`src/rtl/xcvr_pkg.sv`:
```
package xcvr_pkg;
  typedef enum logic [1:0] {
    MODE_RUN   = 2'd0,
    MODE_HOLD  = 2'd1,
    MODE_CLEAR = 2'd2
  } pipe_mode_e;
endpackage

```
`src/rtl/xcvr_ctrl.sv`:
```
module xcvr_ctrl
  import xcvr_pkg::*;
(
  input  logic       clk,
  input  logic       rst_n,
  input  logic       freeze_n_i,
  input  logic       dreset_n_i,
  input  logic       exec_i,
  input  logic       strobe_i,
  input  logic       sstop_n_i,
  output pipe_mode_e mode_o,
  output logic       stop_hold_o
);
  logic [1:0] stop_pipe;
  logic       strobe_q;
  logic       strobe_rise;

  always_ff @(posedge clk) begin
    if (!rst_n) begin
      stop_pipe <= '0;
      strobe_q  <= 1'b0;
    end else begin
      stop_pipe <= {stop_pipe[0], ~sstop_n_i};
      strobe_q  <= strobe_i;
    end
  end

  assign strobe_rise = strobe_i & ~strobe_q;
  assign stop_hold_o = stop_pipe[1];

  always_comb begin
    if (!freeze_n_i)      mode_o = MODE_HOLD;
    else if (!dreset_n_i) mode_o = exec_i ? (strobe_rise ? MODE_RUN : MODE_HOLD) : MODE_CLEAR;
    else                  mode_o = MODE_RUN;
  end
endmodule

```
`src/rtl/xcvr_datapath.sv`:
```
module xcvr_datapath
  import xcvr_pkg::*;
#(
  parameter int DATA_W = 24,
  parameter int REQ_W  = 2,
  parameter int OR_W   = 4
) (
  input  logic              clk,
  input  logic              rst_n,
  input  pipe_mode_e        mode_i,
  input  logic              stop_hold_i,
  input  logic [DATA_W-1:0] brd_data_n_i,
  input  logic [DATA_W-1:0] mod_data_i,
  input  logic [REQ_W-1:0]  mod_req_i,
  input  logic [OR_W-1:0]   mod_or_i,
  output logic [DATA_W-1:0] b2m_q_o,
  output logic [DATA_W-1:0] m2b_q_o,
  output logic [REQ_W-1:0]  req_q_o,
  output logic [OR_W-1:0]   or_q_o
);
  always_ff @(posedge clk) begin
    if (!rst_n) begin
      b2m_q_o <= '1;
      m2b_q_o <= '0;
      req_q_o <= '0;
      or_q_o  <= '0;
    end else begin
      case (mode_i)
        MODE_CLEAR: begin
          b2m_q_o <= '1;
          m2b_q_o <= '0;
          req_q_o <= '0;
          or_q_o  <= mod_or_i;
        end
        MODE_RUN: begin
          if (!stop_hold_i) b2m_q_o <= brd_data_n_i;
          m2b_q_o <= mod_data_i;
          req_q_o <= mod_req_i;
          or_q_o  <= mod_or_i;
        end
        default: ;
      endcase
    end
  end
endmodule

```
`src/rtl/xcvr_drive.sv`:
```
module xcvr_drive #(
  parameter int DATA_W = 24,
  parameter int GRP_N  = 4
) (
  input  logic              clk,
  input  logic              rst_n,
  input  logic [GRP_N-1:0]  send_i,
  input  logic [DATA_W-1:0] m2b_q_i,
  output logic [DATA_W-1:0] brd_data_n_o
);
  localparam int GRP_W = DATA_W / GRP_N;
  logic [GRP_N-1:0] send_q;

  always_ff @(posedge clk) begin
    if (!rst_n) send_q <= '0;
    else        send_q <= send_i;
  end

  for (genvar g = 0; g < GRP_N; g++) begin : g_grp
    assign brd_data_n_o[g*GRP_W +: GRP_W] =
      send_q[g] ? ~m2b_q_i[g*GRP_W +: GRP_W] : {GRP_W{1'b1}};
  end
endmodule

```
`src/rtl/bus_xcvr_pipe.sv`:
```
module bus_xcvr_pipe
  import xcvr_pkg::*;
#(
  parameter int DATA_W = 24,
  parameter int GRP_N  = 4,
  parameter int REQ_W  = 2,
  parameter int OR_W   = 4,
  parameter int DBG_W  = 3
) (
  input  logic              clk,
  input  logic              rst_n,
  input  logic [DATA_W-1:0] brd_data_n_i,
  output logic [DATA_W-1:0] mod_data_o,
  input  logic [DATA_W-1:0] mod_data_i,
  output logic [DATA_W-1:0] brd_data_n_o,
  input  logic [REQ_W-1:0]  mod_req_i,
  output logic [REQ_W-1:0]  brd_req_n_o,
  input  logic [OR_W-1:0]   mod_or_i,
  output logic              brd_or_n_o,
  input  logic [GRP_N-1:0]  send_i,
  input  logic              sstop_n_i,
  input  logic              dbg_freeze_n_i,
  input  logic              dbg_reset_n_i,
  input  logic              dbg_exec_i,
  input  logic              dbg_strobe_i,
  input  logic [DBG_W-1:0]  dbg_brd_n_i,
  output logic [DBG_W-1:0]  dbg_mod_o,
  input  logic [DBG_W-1:0]  dbg_mod_i,
  input  logic              dbg_oe_i,
  output logic [DBG_W-1:0]  dbg_brd_n_o
);
  pipe_mode_e        mode;
  logic              stop_hold;
  logic [DATA_W-1:0] b2m_q;
  logic [DATA_W-1:0] m2b_q;
  logic [REQ_W-1:0]  req_q;
  logic [OR_W-1:0]   or_q;

  xcvr_ctrl u_ctrl (
    .clk         (clk),
    .rst_n       (rst_n),
    .freeze_n_i  (dbg_freeze_n_i),
    .dreset_n_i  (dbg_reset_n_i),
    .exec_i      (dbg_exec_i),
    .strobe_i    (dbg_strobe_i),
    .sstop_n_i   (sstop_n_i),
    .mode_o      (mode),
    .stop_hold_o (stop_hold)
  );

  xcvr_datapath #(.DATA_W(DATA_W), .REQ_W(REQ_W), .OR_W(OR_W)) u_dp (
    .clk          (clk),
    .rst_n        (rst_n),
    .mode_i       (mode),
    .stop_hold_i  (stop_hold),
    .brd_data_n_i (brd_data_n_i),
    .mod_data_i   (mod_data_i),
    .mod_req_i    (mod_req_i),
    .mod_or_i     (mod_or_i),
    .b2m_q_o      (b2m_q),
    .m2b_q_o      (m2b_q),
    .req_q_o      (req_q),
    .or_q_o       (or_q)
  );

  xcvr_drive #(.DATA_W(DATA_W), .GRP_N(GRP_N)) u_drv (
    .clk          (clk),
    .rst_n        (rst_n),
    .send_i       (send_i),
    .m2b_q_i      (m2b_q),
    .brd_data_n_o (brd_data_n_o)
  );

  assign mod_data_o  = ~b2m_q;
  assign brd_req_n_o = ~req_q;
  assign brd_or_n_o  = ~(|or_q);
  assign dbg_mod_o   = ~dbg_brd_n_i;
  assign dbg_brd_n_o = dbg_oe_i ? ~dbg_mod_i : {DBG_W{1'b1}};
endmodule

```
`config.mk`:
```
export PLATFORM = sky130hd
export DESIGN_NAME = bus_xcvr_pipe
export DESIGN_NICKNAME = d
export VERILOG_FILES = /design/src/rtl/xcvr_pkg.sv /design/src/rtl/xcvr_ctrl.sv /design/src/rtl/xcvr_datapath.sv /design/src/rtl/xcvr_drive.sv /design/src/rtl/bus_xcvr_pipe.sv
export SDC_FILE = /design/constraint.sdc
export NUM_CORES = 1
export LEC_CHECK = 0
export BUFFER_PORTS_ARGS = -buffer_cell sky130_fd_sc_hd__buf_2
export CAP_MARGIN = 10
export CELL_PAD_IN_SITES_DETAIL_PLACEMENT = 1
export CELL_PAD_IN_SITES_GLOBAL_PLACEMENT = 1
export CORE_MARGIN = 4
export CORE_UTILIZATION = 32
export CTS_CLUSTER_SIZE = 30
export DETAILED_ROUTE_END_ITERATION = 12
export PLACE_DENSITY_LB_ADDON = 0.1
export REMOVE_ABC_BUFFERS = 1
export SLEW_MARGIN = 40
export SYNTH_ARGS = -nofsm -noshare
export SYNTH_HDL_FRONTEND = slang
export SYNTH_SLANG_ARGS = --single-unit
```
`constraint.sdc`:
```
create_clock -name clk -period 1.38 [get_ports clk]
set_input_delay 0.069 -clock clk [delete_from_list [all_inputs] [get_ports clk]]
set_output_delay 0.069 -clock clk [all_outputs]
set_load 0.1 [all_outputs]
```
* Word-level counts from Yosys, hierarchy flattened
Index checks and enable logic that the tools add are counted.
** Word-level totals
- Flip-flop bits (word level) :: 61
- Input port bits :: 72
** Cells by class
- Reduce and logical (&&, ||, !) cells :: 5
- Multiplexer cells :: 13
- Equality and inequality tests :: 2
- Bitwise operators :: 12
** Operator list (count)
- one-hot mux 24 bit (2 select lines) :: 2
- 2-to-1 mux 24 bit :: 1
- 2-to-1 mux 6 bit :: 4
- NOT 24 bit :: 1
- NOT 6 bit :: 4
- 2-to-1 mux 2 bit :: 3
- NOT 3 bit :: 2
- one-hot mux 2 bit (2 select lines) :: 1
- OR reduction 4 bit :: 1
- 2-to-1 mux 3 bit :: 1
- NOT 1 bit :: 3
- equality test 2 bit, second input constant :: 1
- logical NOT 2 bit :: 1
- != test 2 bit, second input constant :: 1
- NOT 2 bit :: 1
- AND reduction 2 bit :: 1
- nonzero test 2 bit :: 1
- OR reduction 2 bit :: 1
- bitwise AND 1 bit :: 1
- 2-to-1 mux 1 bit :: 1

* Depth between registers and ports, before layout
Gate-level depths: netlist of run 1.
- Word-level depth :: 9
- Gate-level depth with buffers :: 5
- Gate-level depth less buffers :: 3

* By module
From an unflattened synthesis of run 1, not the netlist that was laid out.
** Second synthesis, totals
- Cell total of the unflattened synthesis :: 284
- Area, all modules :: 2396.0 um^2
** Modules (own cells, without submodules)
- xcvr_datapath :: seq. area each 1081.0 um^2, area each 1964.4 um^2, instances 1, cells each 209
- xcvr_drive :: seq. area each 80.1 um^2, area each 195.2 um^2, instances 1, cells each 32
- bus_xcvr_pipe :: seq. area each 0.0 um^2, area each 132.6 um^2, instances 1, cells each 33
- xcvr_ctrl :: seq. area each 60.1 um^2, area each 103.8 um^2, instances 1, cells each 10

* Least setup slack after synthesis of run 1
OpenSTA, ideal clock, no wires.
- Path kind :: register to output
- Start point :: register u_dp.or_q_o[3]
- End point :: output brd_or_n_o
- Data arrival time :: 3.219 ns
- Buffers on the path :: 0
- Setup slack :: -1.908 ns
- Stages on the path, launching flop included :: 2
- Path through :: dfxtp_1 -> nor4_1
** Between the ends
- Word-level cells in the longest chain between the ends :: 2
** RTL lines
- from (decl) :: RTL line xcvr_datapath.sv:19 : output logic [OR_W-1:0] or_q_o
- from (signal assigned) :: RTL line xcvr_datapath.sv:33 : or_q_o <= mod_or_i;
- from (signal assigned) :: RTL line xcvr_datapath.sv:39 : or_q_o <= mod_or_i;
- OR reduction 4 bit :: RTL line bus_xcvr_pipe.sv:76 : assign brd_or_n_o = ~(|or_q);
- NOT 1 bit :: RTL line bus_xcvr_pipe.sv:76
- to (decl) :: RTL line bus_xcvr_pipe.sv:19 : output logic brd_or_n_o,
Every way passes these cells.

* Worst setup path in the final report of run 1
- Start point :: register u_drv.send_q[1]
- End point :: output brd_data_n_o[11]
** Between the ends
- Word-level cells in the longest chain between the ends :: 1
** RTL lines
- from (decl) :: RTL line xcvr_drive.sv:12 : logic [GRP_N-1:0] send_q;
- from (signal assigned) :: RTL line xcvr_drive.sv:16 : else send_q <= send_i;
- 2-to-1 mux 6 bit :: RTL line xcvr_drive.sv:21 : send_q[g] ? ~m2b_q_i[g*GRP_W +: GRP_W] : {GRP_W{1'b1}};
- to (decl) :: RTL line bus_xcvr_pipe.sv:15 : output logic [DATA_W-1:0] brd_data_n_o,
Every way passes these cells.

==> tab_implementation.tex, run 1 <==
\begin{tabular}{lr}
\hline
Metric & Value \\
\hline
\multicolumn{2}{l}{\textbf{Outcome}} \\
Status & completed \\
\multicolumn{2}{l}{\textbf{Synthesis}} \\
Number of distinct library cell variants in the gate-level netlist after synthesis & 20 \\
Average cell area after synthesis & 10.00 sq um \\
Count of warnings emitted by yosys & 0 \\
Register bit total from synthesis & 61 \\
Cell Area, Synth & 0.002421 sq mm \\
Synthesized instance count & 242 \\
Post-synthesis sequential area ratio & 50.44\% \\
\multicolumn{2}{l}{\textbf{GRT}} \\
Via count of the first global-routing pass & 2380 \\
Wire length of the first global-routing pass & 11.10 mm \\
GR Layer Usage met1 & 18.39\% \\
Overall global routing resource usage & 16.15\% \\
Met2 usage in global routing & 28.30\% \\
Pin count of the biggest net entering global routing & 90 \\
Met3 track demand over resource in global routing & 3.825\% \\
Number of antenna violations at the first check in global routing & 0 \\
GRT overflow & 0 \\
Most Crowded Layer GR & met2 \\
\multicolumn{2}{l}{\textbf{Timing}} \\
Fin Hold WS & 0.01708 ns \\
Final hold violation count & 0 \\
Worst path setup slack after routing & 0.07923 ns \\
Share of the clock period used by the worst path after layout & 94.26\% \\
Final critical path time including I/O delays and setup & 1.301 ns \\
Number of pins with negative max-slew slack in the final report & 0 \\
Setup\_tns & 0 ns \\
Final setup violation count & 0 \\
Relative slew margins & 66.73\% \\
Setup repair after global routing missed its margin & false \\
Highest clock rate & 768.8 MHz \\
Final Skew & 0.009425 ns \\
Pin slew with the least headroom to its limit & 0.5025 ns \\
\multicolumn{2}{l}{\textbf{Setup path}} \\
Worst reg2reg startpoint & u\_ctrl.strobe\_q \\
Slowest cell on the critical path & sky130\_fd\_sc\_hd\_\_buf\_2 \\
Setup slack, reg-to-reg & 0.18 ns \\
Buf/Inv on CP & 1 \\
Largest fanout on the critical path & 6 \\
CP delay by family, top & buffers and inverters \\
Classification of the worst setup path & flip-flop to primary output \\
Worst path max stage delay & 0.43 ns \\
Critical path required time & 1.31 ns \\
Worst reg-to-reg path cell count & 3 \\
Critical R2R Capture & u\_dp.req\_q\_o[0] \\
Worst EP arrival & 1.23 ns \\
Type of element launching the critical path & flip-flop \\
Cell Chain, Critical Path & nand2\_1 > buf\_2 \\
Capturing element type of the critical path & primary output \\
\multicolumn{2}{l}{\textbf{Die}} \\
Placeable core region & 0.007292 sq mm \\
Initial core utilization & 33.20\% \\
I/O pin total & 129 \\
Area of the die & 0.009021 sq mm \\
Die outline width & 94.98 microns \\
Count of standard-cell rows & 31 \\
Floorplan die height & 94.98 microns \\
\multicolumn{2}{l}{\textbf{Drt}} \\
Violation count after the first detailed-route iteration & 50 \\
Post-route antenna net violation count & 0 \\
Number of vias after detailed routing & 2386 \\
Total wire length & 7.235 mm \\
DR pass1 iterations & 5 \\
DR WL/cell & 14.30 microns \\
Detailed-route DRC error count & 0 \\
DR vias/cell & 4.715 \\
\multicolumn{2}{l}{\textbf{Power}} \\
PnR Total Power & 0.004313 W \\
Worst supply voltage drop on vdd & 608.2 uV \\
Power density normalized to cell area & 1163 mW/mm\^{}2 \\
Leak Pwr & 1.813 nW \\
\multicolumn{2}{l}{\textbf{Clock network}} \\
Clock root buffer & sky130\_fd\_sc\_hd\_\_clkbuf\_8 \\
Clock sink total & 61 \\
Total CTS buffers & 9 \\
H-tree depth reported by CTS & 3 \\
Clock network latency to the later pin of the worst-skew pair & 0.33 ns \\
Max clock buf depth & 2 \\
CTS tree & done \\
Clock transition at path regs & 0.06 ns \\
\multicolumn{2}{l}{\textbf{Place}} \\
Area after detailed placement & 0.003159 sq mm \\
Final HPWL from detailed placement & 4.601 mm \\
Count of buffers from port buffering & 128 \\
Post-Place Worst Slack & -0.04141 ns \\
Final Wtd Congestion & 0.6790 \\
\multicolumn{2}{l}{\textbf{Finish}} \\
Area growth from synthesis to final layout & 53.23\% \\
Most common cell after layout, fill and taps aside & sky130\_fd\_sc\_hd\_\_buf\_2 \\
Share of layout cells above drive strength 1 & 39.56\% \\
Antenna diode instance count & 0 \\
Finished Cell Area & 0.003710 sq mm \\
Number of fill cells in the layout & 867 \\
Multi-input gate area & 980.9 sq um \\
Sequential standard cell area & 0.001221 sq mm \\
Most frequent cells in the layout & 126 x sky130\_fd\_sc\_hd\_\_buf\_2, 61 x sky130\_fd\_sc\_hd\_\_dfxtp\_1, 36 x sky130\_fd\_sc\_hd\_\_nand2\_1, 36 x sky130\_fd\_sc\_hd\_\_dlygate4sd3\_1, 30 x sky130\_fd\_sc\_hd\_\_inv\_1 \\
Post-layout nets & 476 \\
\multicolumn{2}{l}{\textbf{Min path}} \\
Hold Path Cell Cnt & 3 \\
Class of the tightest hold or removal check & input port to flip-flop \\
Startpoint of the worst hold path & brd\_data\_n\_i[3] \\
Hold Path End & u\_dp.b2m\_q\_o[3] \\
\multicolumn{2}{l}{\textbf{Run}} \\
Count of max-cap constraint violations & 0 \\
\hline
\end{tabular}
==> repair_timing <==
| action | 4_1_cts | 5_1_grt |
|---|---|---|
| hold buffers | 36 | 0 |
| endpoints found under the hold margin | 36 | 0 |
| setup endpoints to repair | 26 | 15 |
| cloned | 1 | 0 |
| pin swaps | 1 | 1 |
| resized for setup | 0 | 3 |
| setup buffers | 0 | 0 |
==> logic make-up (layout without fill, tap and decap cells) <==
family,count (synthesis),count (layout),share of synthesized area [%]
DFF,61,61,50.44
and+or+nand+nor,73,73,16.02
AOI/OAI and AO/OA,54,55,21.50
muxes,5,5,2.067
buffers and inverters,49,213,9.975
==> per-stage QoR <==
| step | std cells | utilization (%) |
|---|---|---|
| floorplan | 223 | - |
| global placement | 455 | 43.33 |
| detailed placement | 455 | 43.33 |
| CTS | 506 | 50.65 |
| global route | 506 | 50.88 |
| finish | 506 | 50.88 |
==> metal layers <==
layer / vias up / share of wire, %
li1: 1175 / -
met1: 1132 / 41
met2: 70 / 51
met3: 9 / 5.6
met4: 0 / 2.0
met5: - / 0
==> power by group <==
group / internal (W) / switching (W)
combinational: 0.000330 / 0.000729
sequential: 0.00185 / 0.0000458
clock: 0.000724 / 0.000630
==> flip-flops by register name, indices dropped and copies added (netlist names) <==
register,cells
u_dp.b2m_q_o,24
u_dp.m2b_q_o,24
u_dp.or_q_o,4
u_drv.send_q,4
u_ctrl.stop_pipe,2
u_dp.req_q_o,2
u_ctrl.strobe_q,1
==> worst max path at each step <==
| stage | startpoint | to | slack, ns | cells past startpoint |
|---|---|---|---|---|
| after floorplan | u_dp.or_q_o[3] | brd_or_n_o | -1.91 | 1 |
| after global placement | u_ctrl.strobe_q | u_dp.m2b_q_o[18] | 0.01 | 3 |
| after detailed placement | u_ctrl.strobe_q | u_dp.req_q_o[1] | -0.04 | 3 |
| after CTS | u_ctrl.strobe_q | u_dp.m2b_q_o[8] | 0.03 | 3 |
| after global routing | u_dp.or_q_o[2] | brd_or_n_o | 0.003 | 3 |
| final | u_drv.send_q[1] | brd_data_n_o[11] | 0.08 | 2 |
==> worst min-delay path, stage by stage <==
cell                      delay, ns
sky130_fd_sc_hd__buf_2         0.08
sky130_fd_sc_hd__nor2b_1       0.03
sky130_fd_sc_hd__a32oi_1       0.12
==> Yosys cell counts <==
| library cell | count | area (sq um) |
|---|---|---|
| sky130_fd_sc_hd__buf_6 | 7 | 78.83 |
| sky130_fd_sc_hd__a32o_2 | 6 | 67.56 |
| sky130_fd_sc_hd__clkbuf_1 | 8 | 30.03 |
| sky130_fd_sc_hd__dfxtp_1 | 61 | 1221 |
| sky130_fd_sc_hd__a32oi_1 | 24 | 210.2 |
| sky130_fd_sc_hd__nand2b_1 | 2 | 12.51 |
| sky130_fd_sc_hd__a21oi_2 | 1 | 8.760 |
| sky130_fd_sc_hd__buf_2 | 4 | 20.02 |
| sky130_fd_sc_hd__o21ai_2 | 2 | 17.52 |
| sky130_fd_sc_hd__and2_2 | 1 | 7.510 |
| sky130_fd_sc_hd__nor2b_1 | 26 | 162.7 |
| sky130_fd_sc_hd__mux2i_1 | 5 | 50.05 |
| sky130_fd_sc_hd__nand3b_4 | 1 | 20.02 |
| sky130_fd_sc_hd__nand2_1 | 36 | 135.1 |
| sky130_fd_sc_hd__a21oi_4 | 1 | 16.27 |
| sky130_fd_sc_hd__nor3b_2 | 1 | 12.51 |
| sky130_fd_sc_hd__a32o_1 | 20 | 200.2 |
| sky130_fd_sc_hd__nor4_1 | 1 | 6.260 |
| sky130_fd_sc_hd__inv_1 | 30 | 112.6 |
| sky130_fd_sc_hd__and2_1 | 5 | 31.28 |
==> area by class of cell <==
| type | instances | area share [%] |
|---|---|---|
| multi-input cells | 133 | 26.44 |
| well taps | 99 | 3.339 |
| repair buffers | 169 | 29.81 |
| inverters | 30 | 3.035 |
| clock inverters | 2 | 0.2698 |
| flip-flops and latches | 61 | 32.92 |
| clock buffers | 12 | 4.182 |
Power figures use the tool's default switching activity.
==> run 2: changes to the inputs <==
BUFFER_PORTS_ARGS = default   (was -buffer_cell sky130_fd_sc_hd__buf_2)
CORE_UTILIZATION = 44   (was 32)
DONT_BUFFER_PORTS = 1   (was default)
SKIP_LAST_GASP = 1   (was default)
==> tab_implementation.tex, run 2 <==
\begin{tabular}{lr}
\hline
Metric & Value \\
\hline
\multicolumn{2}{l}{\textbf{Outcome}} \\
Status & aborted with a tool error \\
Last stage & global routing \\
First error line in the log & [ERROR DPL-0033] detailed placement checks failed during check placement. \\
\multicolumn{2}{l}{\textbf{Place}} \\
Count of buffers from port buffering & 0 (-100\%) \\
Final Wtd Congestion & 0.6631 (-2.3\%) \\
Post-Place Worst Slack & -0.1888 ns (-0.1474 ns) \\
Final HPWL from detailed placement & 4.811 mm (+4.6\%) \\
\multicolumn{2}{l}{\textbf{Synthesis}} \\
Number of distinct library cell variants in the gate-level netlist after synthesis & 20 (unchanged) \\
Synthesized instance count & 242 (unchanged) \\
Leading area contributor after synthesis & sky130\_fd\_sc\_hd\_\_dfxtp\_1 \\
Post-synthesis sequential area ratio & 50.44\% (unchanged) \\
Most used standard cell by instance count after synthesis & sky130\_fd\_sc\_hd\_\_dfxtp\_1 \\
Register bit total from synthesis & 61 (unchanged) \\
Count of warnings emitted by yosys & 0 (unchanged) \\
Cell Area, Synth & 0.002421 sq mm (unchanged) \\
Top cell type's share of synthesized area & 50.44\% (unchanged) \\
Cell types with the largest area share after synthesis & sky130\_fd\_sc\_hd\_\_dfxtp\_1 50\%, sky130\_fd\_sc\_hd\_\_a32oi\_1 8.7\%, sky130\_fd\_sc\_hd\_\_a32o\_1 8.3\%, sky130\_fd\_sc\_hd\_\_nor2b\_1 6.7\%, sky130\_fd\_sc\_hd\_\_nand2\_1 5.6\% \\
Post-synth ARST share & 0\% (unchanged) \\
Most frequent cells after synthesis & 61 x sky130\_fd\_sc\_hd\_\_dfxtp\_1, 36 x sky130\_fd\_sc\_hd\_\_nand2\_1, 30 x sky130\_fd\_sc\_hd\_\_inv\_1, 26 x sky130\_fd\_sc\_hd\_\_nor2b\_1, 24 x sky130\_fd\_sc\_hd\_\_a32oi\_1 \\
EDFF count, synth & 0 (unchanged) \\
Average cell area after synthesis & 10.00 sq um (unchanged) \\
Most used DFF post-synth & sky130\_fd\_sc\_hd\_\_dfxtp\_1 \\
\multicolumn{2}{l}{\textbf{GRT}} \\
Pin count of the biggest net entering global routing & 91 \\
Number of antenna violations at the first check in global routing & 0 \\
\multicolumn{2}{l}{\textbf{Die}} \\
Floorplan die height & 82.18 microns (-13\%) \\
I/O pin total & 129 (unchanged) \\
Count of standard-cell rows & 26 (-16\%) \\
Initial core utilization & 46.51\% (+13 points) \\
Die outline width & 82.18 microns (-13\%) \\
\multicolumn{2}{l}{\textbf{Clock network}} \\
H-tree depth reported by CTS & 3 (unchanged) \\
Total CTS buffers & 9 (unchanged) \\
Clock sink total & 61 (unchanged) \\
Max clock buf depth & 2 (unchanged) \\
Clock root buffer & sky130\_fd\_sc\_hd\_\_clkbuf\_8 \\
\multicolumn{2}{l}{\textbf{Timing}} \\
Critical endpoint after global-route timing repair & u\_dp.b2m\_q\_o[15]\$\_SDFFE\_PN1P\_/D \\
Worst endpoint pin kind & register data pin \\
\hline
\end{tabular}
==> run 2: cell families after synthesis <==
| group | after synthesis | share of synthesized area (%) |
|---|---|---|
| AND/OR/NAND/NOR | 73 | 16.02 |
| flip-flops | 61 | 50.44 |
| AO/OA/AOI/OAI | 54 | 21.50 |
| buffers and inverters | 49 | 9.975 |
| multiplexers | 5 | 2.067 |
==> run 2: timing repair <==
action	CTS
buffers inserted	0
setup endpoints to repair	49
hold buffers	51
cloned	1
hold endpoints to repair	61
pin swaps	1
resized for setup	2
==> run 2: stage by stage <==
| step | area (sq um) | cells | hold WS, ns |
|---|---|---|---|
| after CTS | 3577 | 420 | -0.1392 |
| after floorplan | 2292 | 223 | 0.1406 |
| after global placement | 2872 | 352 | 0.1435 |
| after detailed placement | 2872 | 352 | 0.1440 |
==> run 3: changes to the inputs <==
CELL_PAD_IN_SITES_DETAIL_PLACEMENT = default   (was 1)
CELL_PAD_IN_SITES_GLOBAL_PLACEMENT = default   (was 1)
CORE_UTILIZATION = 37   (was 44)
CTS_CLUSTER_SIZE = default   (was 30)
PLACE_DENSITY_LB_ADDON = 0.15   (was 0.1)
==> tab_implementation.tex, run 3 (synthesis results as in run 1) <==
\begin{tabular}{lr}
\hline
Metric & Value \\
\hline
\multicolumn{2}{l}{\textbf{Timing}} \\
Final setup violation count & 0 \\
Final hold violation count & 50 \\
Fin Hold WS & -0.1306 ns \\
Relative slew margins & 62.18\% \\
Share of the clock period used by the worst path after layout & 95.65\% \\
Pin slew with the least headroom to its limit & 0.5516 ns \\
Final critical path time including I/O delays and setup & 1.320 ns \\
Setup\_tns & 0 ns \\
Final Skew & 0.005606 ns \\
Highest clock rate & 757.6 MHz \\
Number of pins with negative max-slew slack in the final report & 0 \\
\multicolumn{2}{l}{\textbf{GRT}} \\
Number of antenna violations at the first check in global routing & 0 \\
Overall global routing resource usage & 15.78\% \\
Wire length of the first global-routing pass & 9.591 mm \\
GRT overflow & 0 \\
Via count of the first global-routing pass & 2017 \\
Pin count of the biggest net entering global routing & 91 \\
\multicolumn{2}{l}{\textbf{Clock network}} \\
CTS Hold Buffers Added & 51 (unchanged) \\
Clock sink total & 61 (unchanged) \\
H-tree depth reported by CTS & 3 (unchanged) \\
Max clock buf depth & 2 (unchanged) \\
CTS tree & done \\
Clock network latency to the later pin of the worst-skew pair & 0.33 ns \\
Clock transition at path regs & 0.07 ns \\
Total CTS buffers & 9 (unchanged) \\
Clock root buffer & sky130\_fd\_sc\_hd\_\_clkbuf\_8 \\
\multicolumn{2}{l}{\textbf{Finish}} \\
Most frequent cells in the layout & 61 x sky130\_fd\_sc\_hd\_\_dfxtp\_1, 57 x sky130\_fd\_sc\_hd\_\_buf\_4, 51 x sky130\_fd\_sc\_hd\_\_dlygate4sd3\_1 \\
Most common cell after layout, fill and taps aside & sky130\_fd\_sc\_hd\_\_dfxtp\_1 \\
Post-layout nets & 419 \\
Share of layout cells above drive strength 1 & 25.85\% \\
Antenna diode instance count & 0 \\
Finished Cell Area & 0.003672 sq mm \\
Biggest registers after layout & u\_dp.b2m\_q\_o x24, u\_dp.m2b\_q\_o x24 \\
Area growth from synthesis to final layout & 51.68\% \\
\multicolumn{2}{l}{\textbf{Setup path}} \\
Worst EP arrival & 1.56 ns \\
Critical path required time & 1.62 ns \\
Largest fanout on the critical path & 12 \\
Capturing element type of the critical path & flip-flop \\
Classification of the worst setup path & flip-flop to flip-flop \\
Type of element launching the critical path & flip-flop \\
\multicolumn{2}{l}{\textbf{Run}} \\
Count of max-cap constraint violations & 0 \\
\multicolumn{2}{l}{\textbf{Drt}} \\
Number of vias after detailed routing & 2196 \\
Detailed-route DRC error count & 0 \\
DR WL/cell & 15.17 microns \\
DR pass1 iterations & 4 \\
Violation count after the first detailed-route iteration & 117 \\
Total wire length & 6.510 mm \\
DR vias/cell & 5.119 \\
Post-route antenna net violation count & 0 \\
\multicolumn{2}{l}{\textbf{Die}} \\
Placeable core region & 0.006350 sq mm \\
Count of standard-cell rows & 29 (+12\%) \\
Die outline width & 88.89 microns (+8.2\%) \\
Initial core utilization & 38.13\% (-8.4 points) \\
Floorplan die height & 88.89 microns (+8.2\%) \\
I/O pin total & 129 (unchanged) \\
Area of the die & 0.007901 sq mm \\
\multicolumn{2}{l}{\textbf{Power}} \\
Cell internal power dissipation & 0.003279 W \\
Comb power frac & 21.0\% \\
Worst supply voltage drop on vdd & 638.5 uV \\
Reported net switching power & 0.001386 W \\
Register share of total power & 40.7\% \\
Power density normalized to cell area & 1270 mW/mm\^{}2 \\
Leak Pwr & 1.664 nW \\
Switching power share of the total & 29.71\% \\
Clock group share of total power & 38.2\% \\
\multicolumn{2}{l}{\textbf{Place}} \\
Final Wtd Congestion & 0.7617 (+15\%) \\
Area after detailed placement & 0.002895 sq mm (+0.83\%) \\
Count of buffers from port buffering & 0 (unchanged) \\
Final HPWL from detailed placement & 3.830 mm (-20\%) \\
\multicolumn{2}{l}{\textbf{Outcome}} \\
Failing checks & negative hold slack \\
Status & complete, but fails checks \\
\multicolumn{2}{l}{\textbf{Min path}} \\
Class of the tightest hold or removal check & input port to flip-flop \\
\hline
\end{tabular}
## run 3: metal layers
metal  share of wire [%]  up-vias  wire length (microns)  GRT usage (%)
met5                   0        -                      0              0
met4                 2.9        0                    190          9.753
met3                 6.2       15                    402          3.779
met2                  49       75                   3218          25.91
met1                  41     1047                   2698          18.51
li1                    -     1059                      -              -
## run 3: worst paths after layout
path | startpoint | to | slack, ns | depth (start not counted)
worst max-delay path | u_ctrl.stop_pipe[1] | u_dp.b2m_q_o[3] | 0.06 | 3
worst min-delay path | rst_n | u_dp.b2m_q_o[21] | -0.13 | 1
worst max register to register | u_ctrl.stop_pipe[1] | u_dp.b2m_q_o[3] | 0.06 | 3
worst min register to register | u_dp.b2m_q_o[13] | u_dp.b2m_q_o[13] | 0.48 | 2
## run 3: power by group through the flow
stage	logic, W	registers, W	clock network, W
floorplan	0.000666	0.00193	0
CTS	0.000978	0.00190	0.00183
detailed placement	0.000851	0.00194	0
global placement	0.000845	0.00193	0
finish	0.000981	0.00190	0.00178
global route	0.00103	0.00191	0.00189
## run 3: critical path: stages (launching register included)
cell	delay, ns
sky130_fd_sc_hd__dfxtp_1	0.32
sky130_fd_sc_hd__mux2i_1	0.46
sky130_fd_sc_hd__o21ai_4	0.21
sky130_fd_sc_hd__a32oi_1	0.25
## run 3: what timing repair did
action | CTS | global route
gates resized for setup | 2 | 1
buffers inserted | 0 | 0
gates cloned | 1 | 1
endpoints found under the setup margin | 27 | 24
hold endpoints to repair | 61 | 50
pin swaps | 1 | 0
## run 3: layout make-up
type / instances / area, sq um
Clock inverter: 4 / 70.07
Timing Repair Buffer: 111 / 1003
Tap cell: 77 / 96.34
Fill cell: 577 / 2678
Multi-Input combinational cell: 134 / 1013
Clock buffer: 12 / 155.1
Inverter: 30 / 112.6
Sequential cell: 61 / 1221
## run 3: per-stage QoR
step / setup WS [ns] / total power, W / instances / util [%]
finish: 0.06007 / 0.004666 / 429 / 57.83
CTS: 0.01300 / 0.004708 / 428 / 57.58
floorplan: -1.908 / 0.002592 / 223 / -
detailed placement: -0.1327 / 0.002788 / 360 / 45.60
global placement: -0.1999 / 0.002780 / 360 / 45.48
global route: -0.006477 / 0.004823 / 429 / 57.83
